### src/rtl/perfmon_pkg.sv
package perfmon_pkg;

    localparam int DATA_W   = 32;
    localparam int ADDR_W   = 2;
    localparam int SEL_W    = 8;
    localparam int N_CNT    = 3;   // cycle counter plus two event counters
    localparam int N_EVCNT  = N_CNT - 1;

    // control word field positions (decoded by software)
    localparam int B_RUN    = 0;
    localparam int B_EVRST  = 1;
    localparam int B_CYRST  = 2;
    localparam int B_SLOW   = 3;
    localparam int B_IEN    = 4;   // three bits: ev0, ev1, cyc
    localparam int B_FLAG   = 8;   // three bits: ev0, ev1, cyc
    localparam int B_SEL0   = 12;
    localparam int B_SEL1   = 20;

    localparam logic [DATA_W-1:0] WR_MASK = 32'h0FFF_F77F;
    localparam logic [SEL_W-1:0]  SEL_OFF = 8'hFF;

    localparam logic [ADDR_W-1:0] A_CTRL = 2'd0;

    // counter index k lives at address k+1; index 0 is the cycle counter
    typedef enum logic [1:0] {
        ST_HALT_FAST = 2'b00,
        ST_HALT_SLOW = 2'b01,
        ST_RUN_FAST  = 2'b10,
        ST_RUN_SLOW  = 2'b11
    } run_state_e;

    // position of a counter's flag/enable inside its 3-bit field
    function automatic int slot_of(input int k);
        return (k == 0) ? N_CNT - 1 : k - 1;
    endfunction

endpackage

### src/rtl/perfmon_fsm.sv
module perfmon_fsm
    import perfmon_pkg::*;
(
    input  logic clk,
    input  logic rst_n,
    input  logic cfg_wr,
    input  logic cfg_run,
    input  logic cfg_slow,
    output logic run,
    output logic slow
);

    run_state_e st_q, st_d;

    always_comb begin
        st_d = st_q;
        if (cfg_wr) begin
            unique case ({cfg_run, cfg_slow})
                2'b00: st_d = ST_HALT_FAST;
                2'b01: st_d = ST_HALT_SLOW;
                2'b10: st_d = ST_RUN_FAST;
                2'b11: st_d = ST_RUN_SLOW;
                default: st_d = ST_HALT_FAST;
            endcase
        end
    end

    always_ff @(posedge clk or negedge rst_n) begin
        if (!rst_n) st_q <= ST_HALT_FAST;
        else        st_q <= st_d;
    end

    always_comb begin
        unique case (st_q)
            ST_HALT_FAST: begin run = 1'b0; slow = 1'b0; end
            ST_HALT_SLOW: begin run = 1'b0; slow = 1'b1; end
            ST_RUN_FAST:  begin run = 1'b1; slow = 1'b0; end
            ST_RUN_SLOW:  begin run = 1'b1; slow = 1'b1; end
            default:      begin run = 1'b0; slow = 1'b0; end
        endcase
    end

endmodule

### src/rtl/perfmon_prescaler.sv
module perfmon_prescaler #(
    parameter int DIV = 64
) (
    input  logic clk,
    input  logic rst_n,
    input  logic run,
    input  logic slow,
    input  logic clr,
    output logic tick
);

    localparam int PW = (DIV > 1) ? $clog2(DIV) : 1;
    localparam logic [PW-1:0] LAST = PW'(DIV - 1);

    logic [PW-1:0] cnt_q;

    always_ff @(posedge clk or negedge rst_n) begin
        if (!rst_n)                   cnt_q <= '0;
        else if (clr || !(run && slow)) cnt_q <= '0;
        else if (cnt_q == LAST)       cnt_q <= '0;
        else                          cnt_q <= cnt_q + 1'b1;
    end

    assign tick = run && (!slow || (cnt_q == LAST));

endmodule

### src/rtl/perfmon_evsel.sv
module perfmon_evsel #(
    parameter int NUM_EVT = 23,
    parameter int SEL_W   = 8
) (
    input  logic [SEL_W-1:0]   sel,
    input  logic [NUM_EVT-1:0] evt,
    output logic               hit
);

    always_comb begin
        hit = 1'b0;
        for (int i = 0; i < NUM_EVT; i++) begin
            if (sel == SEL_W'(i)) hit = evt[i];
        end
    end

endmodule

### src/rtl/perfmon_counter.sv
module perfmon_counter #(
    parameter int W = 32
) (
    input  logic         clk,
    input  logic         rst_n,
    input  logic         clr,
    input  logic         ld,
    input  logic [W-1:0] ld_val,
    input  logic         inc,
    output logic [W-1:0] value,
    output logic         wrap
);

    always_ff @(posedge clk or negedge rst_n) begin
        if (!rst_n)   value <= '0;
        else if (clr) value <= '0;
        else if (ld)  value <= ld_val;
        else if (inc) value <= value + 1'b1;
    end

    assign wrap = inc && !clr && !ld && (value == '1);

endmodule

### src/rtl/perfmon_unit.sv
module perfmon_unit
    import perfmon_pkg::*;
#(
    parameter int NUM_EVT      = 23,
    parameter int PRESCALE_DIV = 64
) (
    input  logic              clk,
    input  logic              rst_n,
    input  logic              bus_wr,
    input  logic [ADDR_W-1:0] bus_addr,
    input  logic [DATA_W-1:0] bus_wdata,
    output logic [DATA_W-1:0] bus_rdata,
    input  logic [NUM_EVT-1:0] evt_in,
    output logic              irq
);

    logic                      ctrl_wr;
    logic [DATA_W-1:0]         wmask;
    logic                      run_q, slow_q, cyc_tick;
    logic [N_CNT-1:0]          ien_q, flag_q, flag_d;
    logic [N_CNT-1:0]          wrap_slot, clr_req;
    logic [N_EVCNT-1:0][SEL_W-1:0] sel_q;
    logic [N_EVCNT-1:0]        ev_hit;
    logic [N_CNT-1:0][DATA_W-1:0] cnt_val;
    logic [DATA_W-1:0]         ctrl_rd;
    logic                      unused_wbits;

    assign ctrl_wr = bus_wr && (bus_addr == A_CTRL);
    assign wmask   = bus_wdata & WR_MASK;
    assign unused_wbits = ^{wmask[31:28], wmask[11], wmask[7]};

    perfmon_fsm u_fsm (
        .clk      (clk),
        .rst_n    (rst_n),
        .cfg_wr   (ctrl_wr),
        .cfg_run  (wmask[B_RUN]),
        .cfg_slow (wmask[B_SLOW]),
        .run      (run_q),
        .slow     (slow_q)
    );

    perfmon_prescaler #(.DIV(PRESCALE_DIV)) u_pre (
        .clk   (clk),
        .rst_n (rst_n),
        .run   (run_q),
        .slow  (slow_q),
        .clr   (clr_req[0]),
        .tick  (cyc_tick)
    );

    // event selection, one multiplexer per event counter
    for (genvar e = 0; e < N_EVCNT; e++) begin : g_sel
        perfmon_evsel #(.NUM_EVT(NUM_EVT), .SEL_W(SEL_W)) u_evsel (
            .sel (sel_q[e]),
            .evt (evt_in),
            .hit (ev_hit[e])
        );
    end

    // counters: index 0 counts cycles, index k>0 counts event counter k-1
    for (genvar k = 0; k < N_CNT; k++) begin : g_cnt
        localparam int SLOT = slot_of(k);
        localparam int RBIT = (k == 0) ? B_CYRST : B_EVRST;
        logic inc_k, wrap_k, ld_k;

        assign clr_req[k] = ctrl_wr && wmask[RBIT];
        assign ld_k       = bus_wr && (bus_addr == ADDR_W'(k + 1));
        if (k == 0) begin : g_cyc
            assign inc_k = cyc_tick;
        end else begin : g_evt
            assign inc_k = run_q && ev_hit[k-1];
        end

        perfmon_counter #(.W(DATA_W)) u_cnt (
            .clk    (clk),
            .rst_n  (rst_n),
            .clr    (clr_req[k]),
            .ld     (ld_k),
            .ld_val (bus_wdata),
            .inc    (inc_k),
            .value  (cnt_val[k]),
            .wrap   (wrap_k)
        );
        assign wrap_slot[SLOT] = wrap_k;
    end

    // sticky flags: write-one clears, a new wrap wins over a clear
    always_comb begin
        flag_d = flag_q;
        if (ctrl_wr) flag_d = flag_d & ~wmask[B_FLAG +: N_CNT];
        flag_d = flag_d | wrap_slot;
    end

    always_ff @(posedge clk or negedge rst_n) begin
        if (!rst_n) begin
            ien_q  <= '0;
            flag_q <= '0;
            sel_q  <= {N_EVCNT{SEL_OFF}};
        end else begin
            flag_q <= flag_d;
            if (ctrl_wr) begin
                ien_q    <= wmask[B_IEN +: N_CNT];
                sel_q[0] <= wmask[B_SEL0 +: SEL_W];
                sel_q[1] <= wmask[B_SEL1 +: SEL_W];
            end
        end
    end

    always_comb begin
        ctrl_rd = '0;
        ctrl_rd[B_RUN]               = run_q;
        ctrl_rd[B_SLOW]              = slow_q;
        ctrl_rd[B_IEN +: N_CNT]      = ien_q;
        ctrl_rd[B_FLAG +: N_CNT]     = flag_q;
        ctrl_rd[B_SEL0 +: SEL_W]     = sel_q[0];
        ctrl_rd[B_SEL1 +: SEL_W]     = sel_q[1];
    end

    always_comb begin
        unique case (bus_addr)
            2'd0: bus_rdata = ctrl_rd;
            2'd1: bus_rdata = cnt_val[0];
            2'd2: bus_rdata = cnt_val[1];
            2'd3: bus_rdata = cnt_val[2];
            default: bus_rdata = '0;
        endcase
    end

    assign irq = |(flag_q & ien_q);

endmodule

### config.mk
export PLATFORM = sky130hd
export DESIGN_NAME = perfmon_unit
export DESIGN_NICKNAME = d
export VERILOG_FILES = /design/src/rtl/perfmon_pkg.sv /design/src/rtl/perfmon_fsm.sv /design/src/rtl/perfmon_prescaler.sv /design/src/rtl/perfmon_evsel.sv /design/src/rtl/perfmon_counter.sv /design/src/rtl/perfmon_unit.sv
export SDC_FILE = /design/constraint.sdc
export NUM_CORES = 1
export LEC_CHECK = 0
export BUFFER_PORTS_ARGS = -buffer_cell sky130_fd_sc_hd__buf_4
export CAP_MARGIN = 20
export CORE_MARGIN = 2
export CORE_UTILIZATION = 30
export CTS_CLUSTER_SIZE = 28
export DETAILED_ROUTE_END_ITERATION = 10
export GPL_TIMING_DRIVEN = 0
export PLACE_DENSITY = 0.47
export REMOVE_ABC_BUFFERS = 1
export SYNTH_ARGS = -nofsm -noshare
export SYNTH_HDL_FRONTEND = slang
export SYNTH_SLANG_ARGS = --single-unit
### constraint.sdc
create_clock -name clk -period 6.3 [get_ports clk]
set_clock_uncertainty 0.15 [all_clocks]
set_input_delay 0.315 -clock clk [delete_from_list [all_inputs] [get_ports clk]]
set_output_delay 0.315 -clock clk [all_outputs]
set_load 0.01 [all_outputs]
Word level (Yosys, flattened, before mapping) --
Index checks and enable logic that the tools add are counted.
Storage, ports and cells: bits of input ports 60, word-level logic and storage cells 177, flip-flop bits (word level) 126, output and inout port bits 33
Cells by class: reduce and logical (&&, ||, !) cells 41, bitwise gates (word level) 4, $add $sub $neg 4, muxes and demuxes 62, equal/unequal tests 57
Operators by type and width (number):
- $mux 32 | 9
- $eq 8x4->1 const B | 16
- $pmux 32 s4 | 1
- $eq 8x5->1 const B | 14
- $add 32x1->32 const B | 3
- $eq 32x32->1 const B | 3
- $eq 8x3->1 const B | 8
- $mux 1 | 46
- $eq 8x2->1 const B | 4
- $logic_and 1x1->1 | 19
- $eq 8x1->1 const B | 2
- $logic_not 8->1 | 2
- $eq 2x2->1 const B | 6
- $mux 6 | 2
- $reduce_bool 3->1 | 3
- $pmux 2 s4 | 1
- $reduce_or 2->1 | 4
- $logic_not 1->1 | 7
- $add 6x1->6 const B | 1
- $and 3x3->3 | 2
- $eq 2x1->1 const B | 3
- $eq 6x6->1 const B | 1
- $logic_not 2->1 | 3
- $pmux 1 s2 | 2
- other kinds (5) | 6

Logic depth before layout (Yosys ltp) --
depth after elaboration 29, gate-level depth with buffers 11, depth with buffers taken out 9

Hierarchy --
From an unflattened synthesis, not the netlist that was laid out.
Unflattened totals: cells, all modules 1027, area total of the unflattened synthesis 9655.5 um^2
By module, submodules not included:
- perfmon_counter | area each 2254.7 um^2, times used 3, sequential area each 800.8 um^2, cells an instance 257
- perfmon_unit | area each 1710.4 um^2, times used 1, sequential area each 570.5 um^2, cells an instance 113
- perfmon_evsel | area each 407.9 um^2, times used 2, sequential area each 0.0 um^2, cells an instance 55
- perfmon_prescaler | area each 285.3 um^2, times used 1, sequential area each 150.1 um^2, cells an instance 27
- perfmon_fsm | area each 80.1 um^2, times used 1, sequential area each 50.0 um^2, cells an instance 6

Worst setup path before layout --
OpenSTA, ideal clock, no wires.
kind reg-to-reg, start point reg sel_q (netlist bit ctrl_rd[20]), end point reg g_cnt[2].u_cnt.value[24], data required time 6063 ps, arrival 2500 ps, path buffers 2, slack 3563 ps, stages on the path, launching flop included 11, period minus slack after synthesis 2737 ps, setup time 87 ps, path through dfstp_2 buf_2 mux4_2 and4b_1 a211oi_1 o211ai_1 o21a_1 buf_2 nand4_1 mux2_2 o211ai_1
On the way: cells in the longest elaborated chain, start to end 26, elaborated cells on any way between the ends 48, classes of those cells eq/ne (22); mux (23); reduce/logical (3)
RTL lines:
- start, declared | RTL line perfmon_unit.sv:22 | logic [N_EVCNT-1:0][SEL_W-1:0] sel_q;
- start signal, assigned | RTL line perfmon_unit.sv:98 | sel_q <= {N_EVCNT{SEL_OFF}};
- $logic_not 8->1 | RTL line perfmon_evsel.sv:13 | if (sel == SEL_W'(i)) hit = evt[i];
- $mux 1 (22 in a row) | RTL line perfmon_evsel.sv:13
- $mux 1 * | RTL line perfmon_evsel.sv:13
- $logic_and 1x1->1 * | RTL line perfmon_unit.sv:71 | assign inc_k = run_q && ev_hit[k-1];
- $reduce_bool 3->1 (no source line) *
- end signal, assigned | RTL line perfmon_counter.sv:17 | else if (ld) value <= ld_val;
- end signal, assigned | RTL line perfmon_counter.sv:18 | else if (inc) value <= value + 1'b1;
- end, declared | RTL line perfmon_counter.sv:10 | output logic [W-1:0] value,
Mark *: on every way between the ends. The rest lies on a longest branch, timed or not. A chain may end at the register's enable or synchronous reset.

Worst setup path after layout --
start point reg sel_q (netlist bit ctrl_rd[12]), end point reg g_cnt[1].u_cnt.value[30]
On the way: cells in the longest elaborated chain, start to end 26, elaborated cells on any way between the ends 48, classes of those cells eq/ne (22); mux (23); reduce/logical (3)
RTL lines (RTL line):
- $logic_not 8->1 | perfmon_evsel.sv:13
- $mux 1 (22 in a row) | perfmon_evsel.sv:13
- $mux 1 * | perfmon_evsel.sv:13
- $logic_and 1x1->1 * | perfmon_unit.sv:71
- $reduce_bool 3->1 (no source line) *
- end signal, assigned | perfmon_counter.sv:17
- end signal, assigned | perfmon_counter.sv:18
- end, declared | perfmon_counter.sv:10
Marked as above.

==> summary.txt <==
Route
  • # DRC: 0
  • Final antenna-violating net count: 0
  • Vias per cell: approximately 5.4
  • Pre-Repair DR Iteration Count: 5
  • Routed WL per cell: between 20 and 25 microns
  • Iter 0 DRT Violations: 632
  • Vias: between 7,000 and 8,000
  • Post-Route WL: approximately 28,000 microns

Critical path
  • Slowest cell delay on critical path: ~950 ps
  • Critical Path AT: just under 4000 ps
  • Setup CP Type: flop to flop
  • CP delay by family, top: compound AO/OA/AOI/OAI gates
  • Crit-path cells: inv_1 > mux4_2 > nand3_1 > a221oi_1 > o311ai_4 > nor4_1 > xor2_1 > a22o_1
  • FF-to-FF Start: ctrl_rd[12]$_DFFE_PN1P_
  • Worst Path Required: approximately 6500 ps
  • R2R Path End: g_cnt[1].u_cnt.value[30]$_DFFE_PN0P_
  • R2R depth: 8
  • Buffers & Inverters on Critical Path: 1
  • Crit end category: flop
  • Slowest CP cell: a221oi_1
  • Reg2reg setup slack: ~2500 ps
  • CP Max Fanout: 14
  • Crit start category: flop

Clock tree
  • TritonCTS clock tree: yes
  • Clk Latency, worst-skew pair: ~420 ps
  • Clock slew at reported path FFs: 60 ps
  • Total CTS buffers: 17
  • H-tree levels: 4
  • Post_cts resized: 0
  • Clk buf depth: 2
  • CTS root buf: clkbuf_16
  • CTS sink cnt: 126

Hold path
  • Sink of the worst hold path: ien_q[2]$_DFFE_PN0P_
  • Hold Startpoint: bus_wdata[6]
  • Worst Hold Depth: 2
  • HP Class: input port to flop

Power and ir drop
  • Max IR drop VDD: 0.114 mV
  • Power Density: 289 mW/mm^2
  • Overall power: about 2900 uW
  • Pleak: approximately 0.0038 uW

Global route
  • Largest net degree at the start of global routing: 88
  • Grt total ovfl: 0
  • First-pass GRT wire length: about 44,000 microns
  • Antenna violations before repair: 0
  • Vias in the first global route: around 7,200
  • GRT Overall Usage: 20.1%

STA
  • Final hold viol count: 0
  • Final Max Tran Viols: 0
  • Final Setup Violations: 0
  • Hold_ws: roughly 11 ps
  • Worst setup margin: between 2000 and 3000 ps
  • RSZ-0062 raised after global routing: false
  • Period minus WS final: about 3800 ps
  • Worst slew margin: 24.8%
  • Max Clk Rate: approximately 270 MHz
  • Setup TNS: 0 ps
  • Final period util: 59.7%
  • Tightest Pin Transition: 1130 ps

Logic synthesis
  • Synth Instances: about 900
  • Netlist cell types: between 60 and 70
  • Post-synth EDFFs: 0
  • Syn Area/Cell: 9.27 sq um
  • Warning count from the yosys run: 0
  • #FFs+latches synth: about 130
  • Sequential area share after synthesis: approximately two fifths
  • Synth Flop Type: dfrtp_1
  • Ys async rst share: 100%
  • Mapped Area: approximately 0.0083 sq mm

Place
  • Port bufs: between 90 and 100
  • Cells after DPL: between 1,000 and 1,500
  • Gpl congestion: between 0.8 and 0.9
  • Pre-CTS WS: approximately 2500 ps
  • Detailed placer's ending HPWL: just under 20,000 microns

Floorplan
  • Die area: approximately 0.029 sq mm
  • Die H: ~170 microns
  • Initial core utilization: approximately 31%
  • CORE AREA: about 0.027 sq mm
  • Ports: just over 90
  • Row cnt: 60
  • Chip Width: about 170 microns

Final layout
  • ANT cells: 0
  • # fillers: 2,763
  • Multi-input gate area: 0.00484 sq mm
  • Post-Layout Cell Count: between 1,000 and 1,500
  • Synth-to-Final Area Change: 21.4%
  • Register area: approximately 0.0032 sq mm
  • Nets: 1,034
  • Share of cells above drive strength 1: 23.8%

Status
  • Status: finished, final reports clean

Job
  • Max-Cap Viols: 0
## power breakdown
part / internal [uW] / switching, uW / total [uW] / leakage [uW]
Sequential: 979 / 240 / 1220 / 0.00148
Clock: 580 / 392 / 972 / 0.000279
Combinational: 384 / 348 / 732 / 0.00207
Total: 1940 / 980 / 2920 / 0.00383
## layout by cell type (no fill, tap or decap), types with 22 or more instances in the layout
master	Yosys	routed
xor2_1	26	26
mux4_2	27	27
a21oi_1	61	61
nand2_1	71	70
a211oi_1	22	22
xnor2_1	53	53
nand3_1	48	47
mux2_2	29	29
nor2_1	71	71
buf_4	2	91
o21ai_0	87	86
nor3_1	22	22
nand4_1	27	27
dfrtp_1	110	110
## cells by family (layout without fill, tap and decap cells)
family	Yosys count	count (layout)	synth area share, %
fa+ha+maj	4	4	0.601
xor+xnor	79	79	8.31
compound gates	220	220	16.6
mux	66	66	12.4
flops	126	126	38.1
simple gates	321	321	19.9
buf+inv	82	167	4.03
## worst max-delay path by stage
stage	endpoint	from	cells past startpoint	slack, ps
after floorplan	g_cnt[2].u_cnt.value[24]$_DFFE_PN0P_	bus_addr[0]	7	1670
after global placement	g_cnt[2].u_cnt.value[24]$_DFFE_PN0P_	bus_addr[0]	8	-3220
after detailed placement	g_cnt[1].u_cnt.value[30]$_DFFE_PN0P_	ctrl_rd[12]$_DFFE_PN1P_	8	2500
after CTS	g_cnt[1].u_cnt.value[30]$_DFFE_PN0P_	ctrl_rd[12]$_DFFE_PN1P_	8	2470
after global routing	g_cnt[1].u_cnt.value[30]$_DFFE_PN0P_	ctrl_rd[12]$_DFFE_PN1P_	8	2280
final	g_cnt[1].u_cnt.value[30]$_DFFE_PN0P_	ctrl_rd[12]$_DFFE_PN1P_	8	2540
## cell type report
type / instances / share of cell area [%]
Clock inverter: 15 / 1.46
Timing Repair Buffer: 113 / 9.62
Multi-Input combinational cell: 690 / 47.9
Tap cell: 372 / 4.61
Sequential cell: 126 / 31.4
Clock buffer: 17 / 4.21
Inverter: 22 / 0.817
## sequential cells by signal, summed over array words and instances (netlist names)
signal             cells
u_pre.cnt_q            6
flag_q                 3
g_cnt.u_cnt.value     96
u_fsm.st_q             2
ien_q                  3
ctrl_rd               16
## what timing repair did
| item | 4_1_cts | 5_1_grt |
|---|---|---|
| buffers inserted | 0 | 0 |
| hold endpoints to repair | 52 | 0 |
| hold buffers | 11 | 0 |
## metal layers
metal / wire length [microns] / global-route usage [%]
met4: 227 / 4.09
met5: 0 / 0
met2: 13200 / 32.1
met3: 1360 / 2.98
met1: 13500 / 28.9
## stage by stage
step / utilization, % / area (sq um)
CTS: 37.2 / 10100
global placement: 34.1 / 9230
detailed placement: 34.7 / 9400
floorplan: - / 8070
finish: 37.3 / 10100
global route: 37.3 / 10100
## synthesized netlist by cell type (all sizes together), types with 9 or more instances
library cell  number  area [sq um]
dfrtp            110          2750
o21ai             87           435
nor2              72           273
nand2             71           267
a21oi             61           305
xnor2             53           464
nand3             48           240
clkbuf            43           161
nor3              30           190
mux2              29           327
mux4              27           608
nand4             27           169
xor2              26           228
a211oi            22           165
inv               22          82.6
buf               17          91.3
dfstp             16           420
and3              14          87.6
mux2i             10           100
a22o               9          78.8
a31oi              9          56.3
Power figures use the tool's default switching activity.
